[config.mk]
export PLATFORM = sky130hd
export DESIGN_NAME = spi_host_mf
export DESIGN_NICKNAME = d
export VERILOG_FILES = /design/src/rtl/spi_mf_pkg.sv /design/src/rtl/spi_mf_divider.sv /design/src/rtl/spi_mf_shift.sv /design/src/rtl/spi_mf_ss_sync.sv /design/src/rtl/spi_host_mf.sv
export SDC_FILE = /design/constraint.sdc
export NUM_CORES = 1
export LEC_CHECK = 0
export ABC_AREA = 1
export BUFFER_PORTS_ARGS = -buffer_cell sky130_fd_sc_hd__buf_2
export CELL_PAD_IN_SITES_DETAIL_PLACEMENT = 0
export CELL_PAD_IN_SITES_GLOBAL_PLACEMENT = 1
export CORE_ASPECT_RATIO = 1.5
export CORE_UTILIZATION = 39
export CTS_BUF_LIST = sky130_fd_sc_hd__clkbuf_16
export DETAILED_ROUTE_END_ITERATION = 10
export GPL_ROUTABILITY_DRIVEN = 0
export MAX_ROUTING_LAYER = met4
export PLACE_DENSITY = 0.89
export SETUP_SLACK_MARGIN = 0.2
export SLEW_MARGIN = 20
export SYNTH_ARGS = -nofsm -noshare
export SYNTH_HDL_FRONTEND = slang
export SYNTH_SLANG_ARGS = --single-unit
[constraint.sdc]
create_clock -name clk -period 2.2 [get_ports clk]
set_clock_uncertainty 0.1 [all_clocks]
set_input_delay 0.44 -clock clk [delete_from_list [all_inputs] [get_ports clk]]
set_output_delay 0.44 -clock clk [all_outputs]
set_load 0.02 [all_outputs]
[src/rtl/spi_mf_pkg.sv]
package spi_mf_pkg;

   typedef enum logic [1:0] {
      ST_IDLE = 2'd0,
      ST_LOW  = 2'd1,
      ST_HIGH = 2'd2
   } xfer_state_t;

   // Largest half period for a divider select of a given width.
   function automatic int max_half(input int sel_w);
      return 1 << ((1 << sel_w) - 1);
   endfunction

endpackage

[src/rtl/spi_mf_divider.sv]
module spi_mf_divider #(
   parameter int SEL_W = 2,
   parameter int CNT_W = 4
) (
   input  logic             clk,
   input  logic             rst_n,
   input  logic             run,
   input  logic [SEL_W-1:0] sel,
   output logic             tick
);

   logic [CNT_W-1:0] cnt_q;
   logic [CNT_W-1:0] half_m1;

   assign half_m1 = CNT_W'((1 << sel) - 1);
   // Greater-or-equal so a lowered select mid-count cannot stall the clock.
   assign tick    = run && (cnt_q >= half_m1);

   always_ff @(posedge clk or negedge rst_n) begin
      if (!rst_n) begin
         cnt_q <= '0;
      end else if (!run || tick) begin
         cnt_q <= '0;
      end else begin
         cnt_q <= cnt_q + 1'b1;
      end
   end

endmodule

[src/rtl/spi_mf_shift.sv]
module spi_mf_shift #(
   parameter int W = 8
) (
   input  logic         clk,
   input  logic         rst_n,
   input  logic         load,
   input  logic [W-1:0] load_data,
   input  logic         rise,
   input  logic         fall,
   input  logic         miso,
   output logic         msb,
   output logic         last,
   output logic [W-1:0] rx_word
);

   localparam int BCW = (W > 1) ? $clog2(W) : 1;
   localparam logic [BCW-1:0] LAST_IDX = BCW'(W - 1);

   logic [W-1:0]   shreg_q;
   logic           sample_q;
   logic [BCW-1:0] bitcnt_q;

   always_ff @(posedge clk or negedge rst_n) begin
      if (!rst_n) begin
         shreg_q  <= '0;
         sample_q <= 1'b0;
         bitcnt_q <= '0;
      end else begin
         if (load) begin
            shreg_q  <= load_data;
            bitcnt_q <= '0;
         end else if (fall) begin
            shreg_q  <= {shreg_q[W-2:0], sample_q};
            bitcnt_q <= bitcnt_q + 1'b1;
         end
         if (rise) begin
            sample_q <= miso;
         end
      end
   end

   assign msb     = shreg_q[W-1];
   assign last    = (bitcnt_q == LAST_IDX);
   assign rx_word = {shreg_q[W-2:0], sample_q};

endmodule

[src/rtl/spi_mf_ss_sync.sv]
module spi_mf_ss_sync #(
   parameter int STAGES = 2
) (
   input  logic clk,
   input  logic rst_n,
   input  logic ss_n_async,
   output logic ss_n_sync
);

   generate
      if (STAGES == 0) begin : g_bypass
         assign ss_n_sync = ss_n_async;
      end else begin : g_chain
         logic [STAGES-1:0] chain_q;
         for (genvar i = 0; i < STAGES; i++) begin : g_stage
            always_ff @(posedge clk or negedge rst_n) begin
               if (!rst_n) begin
                  chain_q[i] <= 1'b1;
               end else if (i == 0) begin
                  chain_q[i] <= ss_n_async;
               end else begin
                  chain_q[i] <= chain_q[(i > 0) ? i - 1 : 0];
               end
            end
         end
         assign ss_n_sync = chain_q[STAGES-1];
      end
   endgenerate

endmodule

[src/rtl/spi_host_mf.sv]
module spi_host_mf
   import spi_mf_pkg::*;
#(
   parameter int W           = 8,
   parameter int SEL_W       = 2,
   parameter int SYNC_STAGES = 2
) (
   input  logic             clk,
   input  logic             rst_n,
   input  logic             ctl_master_set,
   input  logic             ctl_master_clr,
   input  logic [SEL_W-1:0] ctl_div_sel,
   input  logic             ctl_irq_en,
   input  logic             ctl_fault_en,
   input  logic             wr_en,
   input  logic [W-1:0]     wr_data,
   input  logic             clr_done,
   input  logic             clr_wcol,
   input  logic             clr_fault,
   input  logic             miso,
   input  logic             ss_n_in,
   output logic             sck,
   output logic             sck_oe,
   output logic             mosi,
   output logic             mosi_oe,
   output logic             ss_n_out,
   output logic [W-1:0]     rd_data,
   output logic             master_en,
   output logic             busy,
   output logic             done_flag,
   output logic             wcol_flag,
   output logic             fault_flag,
   output logic             irq
);

   localparam int MAX_HALF = max_half(SEL_W);
   localparam int CNT_W    = $clog2(MAX_HALF) + 1;

   generate
      if (W < 2) begin : g_bad_width
         $error("spi_host_mf: W must be at least 2");
      end
      if (SEL_W < 1 || SEL_W > 3) begin : g_bad_sel
         $error("spi_host_mf: SEL_W must be 1..3");
      end
      if (SYNC_STAGES < 0 || SYNC_STAGES > 3) begin : g_bad_sync
         $error("spi_host_mf: SYNC_STAGES must be 0..3");
      end
   endgenerate

   xfer_state_t state_q, state_nxt;
   logic        master_q;
   logic        sck_q;
   logic        ss_q;
   logic [W-1:0] rd_q;
   logic        done_q, wcol_q, fault_q;

   logic        ss_n_sync;
   logic        fault_hit;
   logic        abort_req;
   logic        start;
   logic        tick;
   logic        rise, fall, finish;
   logic        sh_msb, sh_last;
   logic [W-1:0] sh_rx;

   // Select-input synchronizer
   spi_mf_ss_sync #(
      .STAGES(SYNC_STAGES)
   ) u_sync (
      .clk        (clk),
      .rst_n      (rst_n),
      .ss_n_async (ss_n_in),
      .ss_n_sync  (ss_n_sync)
   );

   assign fault_hit = ctl_fault_en && master_q && !ss_n_sync;
   assign abort_req = fault_hit || ctl_master_clr;
   assign start     = wr_en && master_q && (state_q == ST_IDLE) && !abort_req;

   // Serial clock phase timer
   spi_mf_divider #(
      .SEL_W (SEL_W),
      .CNT_W (CNT_W)
   ) u_div (
      .clk   (clk),
      .rst_n (rst_n),
      .run   (state_q != ST_IDLE),
      .sel   (ctl_div_sel),
      .tick  (tick)
   );

   assign rise   = (state_q == ST_LOW)  && tick && !abort_req;
   assign fall   = (state_q == ST_HIGH) && tick && !abort_req;
   assign finish = fall && sh_last;

   // Shared transmit/receive shift register
   spi_mf_shift #(
      .W (W)
   ) u_shift (
      .clk       (clk),
      .rst_n     (rst_n),
      .load      (start),
      .load_data (wr_data),
      .rise      (rise),
      .fall      (fall),
      .miso      (miso),
      .msb       (sh_msb),
      .last      (sh_last),
      .rx_word   (sh_rx)
   );

   // Exchange sequencer
   always_comb begin
      state_nxt = state_q;
      if (abort_req) begin
         state_nxt = ST_IDLE;
      end else begin
         case (state_q)
            ST_IDLE: if (start) state_nxt = ST_LOW;
            ST_LOW:  if (tick)  state_nxt = ST_HIGH;
            ST_HIGH: if (tick)  state_nxt = sh_last ? ST_IDLE : ST_LOW;
            default:            state_nxt = ST_IDLE;
         endcase
      end
   end

   always_ff @(posedge clk or negedge rst_n) begin
      if (!rst_n) begin
         state_q <= ST_IDLE;
         sck_q   <= 1'b0;
         ss_q    <= 1'b1;
      end else begin
         state_q <= state_nxt;
         sck_q   <= (state_nxt == ST_HIGH);
         ss_q    <= (state_nxt == ST_IDLE);
      end
   end

   // Mode and sticky flags
   always_ff @(posedge clk or negedge rst_n) begin
      if (!rst_n) begin
         master_q <= 1'b0;
         fault_q  <= 1'b0;
         done_q   <= 1'b0;
         wcol_q   <= 1'b0;
         rd_q     <= '0;
      end else begin
         if (abort_req) begin
            master_q <= 1'b0;
         end else if (ctl_master_set) begin
            master_q <= 1'b1;
         end

         if (fault_hit) begin
            fault_q <= 1'b1;
         end else if (clr_fault) begin
            fault_q <= 1'b0;
         end

         if (finish) begin
            done_q <= 1'b1;
            rd_q   <= sh_rx;
         end else if (clr_done) begin
            done_q <= 1'b0;
         end

         if (wr_en && (state_q != ST_IDLE)) begin
            wcol_q <= 1'b1;
         end else if (clr_wcol) begin
            wcol_q <= 1'b0;
         end
      end
   end

   assign sck        = sck_q;
   assign sck_oe     = master_q;
   assign mosi       = (state_q != ST_IDLE) && sh_msb;
   assign mosi_oe    = master_q;
   assign ss_n_out   = ss_q;
   assign rd_data    = rd_q;
   assign master_en  = master_q;
   assign busy       = (state_q != ST_IDLE);
   assign done_flag  = done_q;
   assign wcol_flag  = wcol_q;
   assign fault_flag = fault_q;
   assign irq        = done_q && ctl_irq_en;

endmodule

==> results of run 1 <==
==> report_power, final <==
group | switching [mW] | internal (mW) | total, mW
Sequential | 0.0559 | 0.703 | 0.759
Combinational | 0.139 | 0.0933 | 0.232
Clock | 0.237 | 0.406 | 0.643
==> metrics by stage <==
stage | hold WS (ps) | util [%] | std cells
floorplan | 44.4 | - | 188
global placement | 247 | 48.1 | 271
detailed placement | 248 | 48.1 | 271
CTS | 166 | 51.5 | 279
global route | 161 | 51.5 | 279
finish | 139 | 51.5 | 279
==> per-layer routing <==
metal  GRT usage (%)  part of all wire (%)  vias to the layer above  routed length (um)
met4            8.25                   2.2                        0                  70
met5               -                     0                        -                   0
met3            2.96                   3.3                        6                 104
met2            29.3                    52                       20                1670
met1            18.5                    42                      586                1340
li1                -                     -                      676                   -
==> cells by family after synthesis <==
group	after synthesis	synth area share [%]
DFF	34	50.9
buffers and inverters	32	8.43
xor gates and xnor gates	2	1.04
and+or+nand+nor	88	25.3
other	1	0.223
AOI/OAI and AO/OA	24	8.87
adders and majority gates	7	5.22
==> layout make-up <==
class	instances	area (um^2)	area share [%]
clock buffer	5	125	6.03
clock inverter	3	11.3	0.543
inverter	28	110	5.31
multi-input combinational	122	689	33.2
sequential	34	855	41.2
tap	45	56.3	2.71
timing repair buffer	42	228	11.0
==> critical path, delay by kind of cell <==
family                     cells  cell delay, ps
buffers and inverters          2             200
and+or+nand+nor                4             710
adders and majority gates      1             290
AOI/OAI and AO/OA              1             340
==> registers in the layout, summed over array words and instances, names as in the netlist <==
name	flops
done_flag	1
u_shift.bitcnt_q	3
u_div.cnt_q	4
state_q	2
u_sync.g_chain.chain_q	1
u_sync.ss_n_sync	1
sck	1
wcol_flag	1
fault_flag	1
u_shift.sample_q	1
rd_data	8
u_shift.shreg_q	8
master_en	1
ss_n_out	1
==> cells in the mapped netlist (all sizes together) <==
library cell and count:
inv 28, buf 4, xor2 1, conb 1, nand4 4, o21bai 1, o21ai 11, xnor2 1
a31oi 1, nor2 17, dfstp 3, o21a 8, o22ai 1, ha 7, nand3 9, nand2 57
a21oi 2, or2 1, dfrtp 31
==> path summary, 6_finish.rpt <==
kind                       cells past startpoint                                start  slack (ps)                                  end
min in group clk                               1                              ss_n_in         170  u_sync.g_chain.chain_q[0]$_DFF_PN1_
min reg2reg                                    0  u_sync.g_chain.chain_q[0]$_DFF_PN1_         250           u_sync.ss_n_sync$_DFF_PN1_
max                                            8                       ctl_div_sel[0]         330                        sck$_DFF_PN0_
min                                            1                                rst_n         140                master_en$_DFFE_PN0P_
max reg2reg                                    8             u_div.cnt_q[1]$_DFF_PN0_         410                        sck$_DFF_PN0_
max in group asynchronous                      1                                rst_n        1370         u_shift.sample_q$_DFFE_PN0P_
==> flow_metrics.env, run 1 <==
export IMPL_main_area_contributors_after_synthesis="sky130_fd_sc_hd__dfrtp_1 (46%), sky130_fd_sc_hd__nand2_1 (12%), sky130_fd_sc_hd__inv_1 (5.4%)"
export IMPL_worstHoldPathType="in -> async"
export IMPL_grt_overflow_total=0
export IMPL_drt_pass1_iterations=4
export IMPL_initial_utilization_pct=41.6
export IMPL_antenna_diode_count=0
export IMPL_reported_max_cap_violation_count=0
export IMPL_worst_pin_slew_ps=758
export IMPL_report_power_total_mw=1.63
export IMPL_leakage_nw=1.14
export IMPL_worstSetupPathType="in -> reg"
export IMPL_finalSetupViolations=0
export IMPL_drc=0
export IMPL_clk_pin_slew_ps=50
export IMPL_synth_area_leader_cell="sky130_fd_sc_hd__dfrtp_1"
export IMPL_dieArea_um2=4570
export IMPL_critical_path_slowest_cell="sky130_fd_sc_hd__o21ai_0"
export IMPL_cts_hold_repair_buffers=0
export IMPL_gr_usage_all_layers_pct=16.7
export IMPL_grt_start_max_net_pins=35
export IMPL_placed_cell_area_um2=1940
export IMPL_port_buffer_count=40
export IMPL_max_slew_violation_total_from_the_final_report=0
export IMPL_wire_per_inst_um=11.4
export IMPL_synthCells=188
export IMPL_clk_latency_ps=270
export IMPL_detailed_place_hpwl_mm=2.41
export IMPL_finish_instance_area_um2=2070
export IMPL_post_cts_resized_instances=0
export IMPL_post_place_ws_ps=63.6
export IMPL_final_period_utilization_pct=84.9
export IMPL_timing_final_ws_setup_ps=333
export IMPL_outcome="completed"
export IMPL_power_ir_vdd_worst_uv=495
export IMPL_num_fill_cells=393
export IMPL_detailedRoute_firstIterationViolations=29
export IMPL_postSynthNetCount=217
export IMPL_synth_seq_area_share_pct=50.9
export IMPL_synth_largest_type_area_fraction_pct=46.2
export IMPL_longest_clk_path_bufs=2
export IMPL_std_cell_rows=28
export IMPL_ys_warn_count=0
export IMPL_via_per_inst=4.62
export IMPL_tritoncts_num_sinks=34
export IMPL_nets=262
export IMPL_area_growth_pct=23.6
export IMPL_number_of_buffers_added_by_the_clock_tree_synthesis_step=5
export IMPL_synth_area_um2=1680
export IMPL_timing_max_slew_rel_slack_pct=49.5
export IMPL_antenna_violations_before_repair=0
export IMPL_finalHoldViolCount=0
export IMPL_critical_path_max_stage_delay_ps=340
export IMPL_finalCriticalPeriod_ps=1870
export IMPL_worst_endpoint_required_ps=2300
export IMPL_most_frequent_standard_cell_in_the_layout_excluding_fill_and_tap_cells="sky130_fd_sc_hd__nand2_1"
export IMPL_synth_distinct_cells=32
export IMPL_postSynthRegisterBits=34
export IMPL_detailroute_via_count=1288
export IMPL_die_width_um=55.6
export IMPL_drt_total_wl_mm=3.18
export IMPL_grt_pass1_vias=1279
export IMPL_totalNegativeSetupSlack_ps=0
export IMPL_ioPinCount=41
export IMPL_tritoncts_clock_tree="built"
export IMPL_cts_post_setup_buffers_inserted=0
export IMPL_rsz0062_at_grt="false"
export IMPL_layout_drive_gt1_share_pct=28.6
export IMPL_cts_htree_levels=2
export IMPL_post_route_ant_nets=0
export IMPL_die_h_um=82.3
export IMPL_avgSynthCellArea_um2=8.92
export IMPL_coreArea_um2=4030
export IMPL_achievable_frequency_ghz=0.536
export IMPL_grt_first_pass_wirelength_mm=5.69
export IMPL_clockRootBuffer="sky130_fd_sc_hd__clkbuf_16"
export IMPL_p_per_area_nw_per_um2=788
export IMPL_timing_critical_path_to_type="flop"
export IMPL_critical_path_cell_chain="buf_2, or2_2, ha_1, nand4_1, nand3_2, o21ai_0, inv_1, nor2_1"
export IMPL_mostFrequentLayoutCells="sky130_fd_sc_hd__nand2_1 (55), sky130_fd_sc_hd__buf_2 (40), sky130_fd_sc_hd__dfrtp_1 (31), sky130_fd_sc_hd__inv_1 (26), sky130_fd_sc_hd__nor2_1 (12)"
export IMPL_crit_path_start_kind="input port"
export IMPL_cp_data_arrival_time_ps=1970
export IMPL_worstPathMaxFanout=6
No activity file was read; power rests on OpenSTA's default activity.
==> run 2: changes to the inputs <==
--- a/config.mk
+++ b/config.mk
@@ -10,12 +10,12 @@
 export CELL_PAD_IN_SITES_DETAIL_PLACEMENT = 0
 export CELL_PAD_IN_SITES_GLOBAL_PLACEMENT = 1
 export CORE_ASPECT_RATIO = 1.5
-export CORE_UTILIZATION = 39
+export CORE_UTILIZATION = 35
 export CTS_BUF_LIST = sky130_fd_sc_hd__clkbuf_16
 export DETAILED_ROUTE_END_ITERATION = 10
 export GPL_ROUTABILITY_DRIVEN = 0
 export MAX_ROUTING_LAYER = met4
-export PLACE_DENSITY = 0.89
+export PLACE_DENSITY = 0.85
 export SETUP_SLACK_MARGIN = 0.2
 export SLEW_MARGIN = 20
 export SYNTH_ARGS = -nofsm -noshare
==> constraint.sdc (replaced) <==
create_clock -name clk -period 1.54 [get_ports clk]
set_clock_uncertainty 0.1 [all_clocks]
set_input_delay 0.308 -clock clk [delete_from_list [all_inputs] [get_ports clk]]
set_output_delay 0.308 -clock clk [all_outputs]
set_load 0.02 [all_outputs]
==> run 2 against run 1 <==
Effect of this change:
- the run now ends with negative setup slack left
- final area increased by 18%
- first-iteration DRC count decreased by 17%
- via count increased by 12%
- core utilization increased by 2.1 points
- register-to-register slack got worse by 560 ps
- critical path depth increased by 1
- clock power increased by 44%
- critical path type is now reg -> reg
- largest cell class unchanged
- highest routed layer unchanged
==> flow_metrics.env, run 2 (synthesis results as in run 1) <==
export IMPL_achievable_frequency_ghz=0.592
export IMPL_detailedRoute_firstIterationViolations=24
export IMPL_die_h_um=86.8
export IMPL_drt_total_wl_mm=3.62
export IMPL_sequentialPowerShare_pct=44.2
export IMPL_max_slew_violation_total_from_the_final_report=0
export IMPL_grt_overflow_total=0
export IMPL_grtUsageMet2_pct=27.2
export IMPL_tritoncts_clock_tree="built"
export IMPL_cp_data_arrival_time_ps=1800
export IMPL_crit_path_start_kind="flop"
export IMPL_finalCriticalPeriod_ps=1690
export IMPL_power_frac_comb_pct=17.8
export IMPL_wire_per_inst_um=11.4
export IMPL_clk_latency_ps=270
export IMPL_port_buffer_count=40
export IMPL_area_growth_pct=46.4
export IMPL_p_sw_mw=0.660
export IMPL_worstHoldPathType="in -> reg"
export IMPL_num_fill_cells=417
export IMPL_finalSetupViolations=25
export IMPL_grt_start_max_net_pins=35
export IMPL_gr_usage_all_layers_pct=15.0
export IMPL_clockRootBuffer="sky130_fd_sc_hd__clkbuf_16"
export IMPL_timing_critical_path_to_type="flop"
export IMPL_initial_utilization_pct=36.6
export IMPL_drt_pass1_iterations=4
export IMPL_cts_htree_levels=2
export IMPL_final_core_utilization_pct=53.6
export IMPL_clk_pin_slew_ps=50
export IMPL_worst_endpoint_required_ps=1650
export IMPL_ioPinCount=41
export IMPL_power_ir_vdd_worst_uv=508
export IMPL_outcome="finished with violations"
export IMPL_finish_instance_area_um2=2460
export IMPL_placed_cell_area_um2=2100
export IMPL_place_inst=301
export IMPL_rsz0062_at_grt="true"
export IMPL_groute_layer_met1_usage_pct=15.1
export IMPL_std_cell_rows=30
export IMPL_detailed_place_hpwl_mm=2.46
export IMPL_layout_drive_gt1_share_pct=40.0
export IMPL_nets=283
export IMPL_mostFrequentLayoutCells="sky130_fd_sc_hd__nand2_1 (54), sky130_fd_sc_hd__buf_2 (33), sky130_fd_sc_hd__dfrtp_1 (30), sky130_fd_sc_hd__inv_1 (24), sky130_fd_sc_hd__buf_4 (18)"
export IMPL_die_width_um=58.5
export IMPL_p_per_area_nw_per_um2=994
export IMPL_most_frequent_standard_cell_in_the_layout_excluding_fill_and_tap_cells="sky130_fd_sc_hd__nand2_1"
export IMPL_detailroute_via_count=1439
export IMPL_drc=0
export IMPL_top_usage_layer="met2"
export IMPL_grt_use_met3_pct=3.13
export IMPL_reported_max_cap_violation_count=0
export IMPL_number_of_buffers_added_by_the_clock_tree_synthesis_step=5
export IMPL_finalHoldViolCount=0
export IMPL_timing_final_ws_setup_ps=-150
export IMPL_worstPathMaxFanout=8
export IMPL_coreArea_um2=4580
export IMPL_final_cells=319
export IMPL_antenna_diode_count=0
export IMPL_internal_power_mw=1.78
export IMPL_longest_clk_path_bufs=2
export IMPL_violations_in_the_final_reports="negative setup slack"
export IMPL_leakage_nw=1.29
export IMPL_post_route_ant_nets=0
export IMPL_antenna_violations_before_repair=0
export IMPL_grt_first_pass_wirelength_mm=5.55
export IMPL_switch_share_pct=27.0
export IMPL_dieArea_um2=5080
export IMPL_via_per_inst=4.51
export IMPL_p_clk_share_pct=38.0
export IMPL_totalNegativeSetupSlack_ps=-2630
export IMPL_worstSetupPathType="reg -> reg"
export IMPL_tritoncts_num_sinks=34
export IMPL_final_period_utilization_pct=110
export IMPL_grt_pass1_vias=1307
==> run 2: changes by cell type in the layout (fill, tap and decap cells not counted), moves of 4 or more <==
cell,previous run,this run
sky130_fd_sc_hd__ha_1,7,3
sky130_fd_sc_hd__buf_6,0,7
sky130_fd_sc_hd__buf_2,40,33
sky130_fd_sc_hd__o21ai_2,0,5
sky130_fd_sc_hd__buf_4,1,18
sky130_fd_sc_hd__ha_4,0,4
==> run 2: cell type report <==
class                   count  area, um^2  share of cell area, %
clock buffers               5         125                   5.09
clock inverters             3        12.5                  0.509
inverters                  28         115                   4.69
multi-input cells         123         818                   33.3
flip-flops and latches     34         856                   34.8
well taps                  64        80.1                   3.26
repair buffers             62         449                   18.3
==> run 2: critical path, cell delays in order (launching register included) <==
cell and delay (ps):
sky130_fd_sc_hd__dfrtp_1 420, sky130_fd_sc_hd__ha_4 290, sky130_fd_sc_hd__nand2_1 50, sky130_fd_sc_hd__inv_1 60, sky130_fd_sc_hd__nand2_2 70, sky130_fd_sc_hd__nand3_4 140
sky130_fd_sc_hd__nand3_4 110, sky130_fd_sc_hd__buf_12 170, sky130_fd_sc_hd__o21a_1 180, sky130_fd_sc_hd__nand2_1 50
==> run 2: routing by layer <==
metal / part of all wire, % / up-vias
met2: 57 / 24
met4: 1.5 / 0
met1: 39 / 682
met3: 2.5 / 5
li1: - / 728
met5: 0 / -
==> run 2: power by group through the flow <==
stage          logic (mW)  registers, mW  clock network, mW
2_1_floorplan       0.235           1.09                  0
3_3_place_gp        0.358           1.09                  0
3_5_place_dp        0.368           1.09                  0
4_1_cts             0.410           1.08              0.945
5_1_grt             0.487           1.09              0.982
6_report            0.434           1.08              0.928
==> run 2: final timing paths <==
path                       slack, ps                                  end  depth (start not counted)                                 from
max                             -150       u_shift.shreg_q[7]$_DFFE_PN0P_                          9             u_div.cnt_q[3]$_DFF_PN0_
min                               40  u_sync.g_chain.chain_q[0]$_DFF_PN1_                          1                              ss_n_in
max reg2reg                     -150       u_shift.shreg_q[7]$_DFFE_PN0P_                          9             u_div.cnt_q[3]$_DFF_PN0_
min reg2reg                      260           u_sync.ss_n_sync$_DFF_PN1_                          0  u_sync.g_chain.chain_q[0]$_DFF_PN1_
max in group asynchronous        650  u_sync.g_chain.chain_q[0]$_DFF_PN1_                          3                                rst_n
min in group asynchronous        430                done_flag$_DFFE_PN0P_                          3                                rst_n
==> run 2: what timing repair did <==
action	CTS	global route
endpoints found under the setup margin	35	36
gates resized for setup	22	11
hold buffers	1	0
pin swaps	15	13
setup buffers	4	4
cloned	0	1
endpoints found under the hold margin	31	0
==> run 2: stage by stage <==
step	hold WS [ps]	setup slack, ps	power, mW
floorplan	-87.6	-257	1.32
global placement	179	-336	1.45
detailed placement	183	-348	1.46
CTS	36.3	-152	2.43
global route	32.7	-228	2.56
finish	37.0	-150	2.44
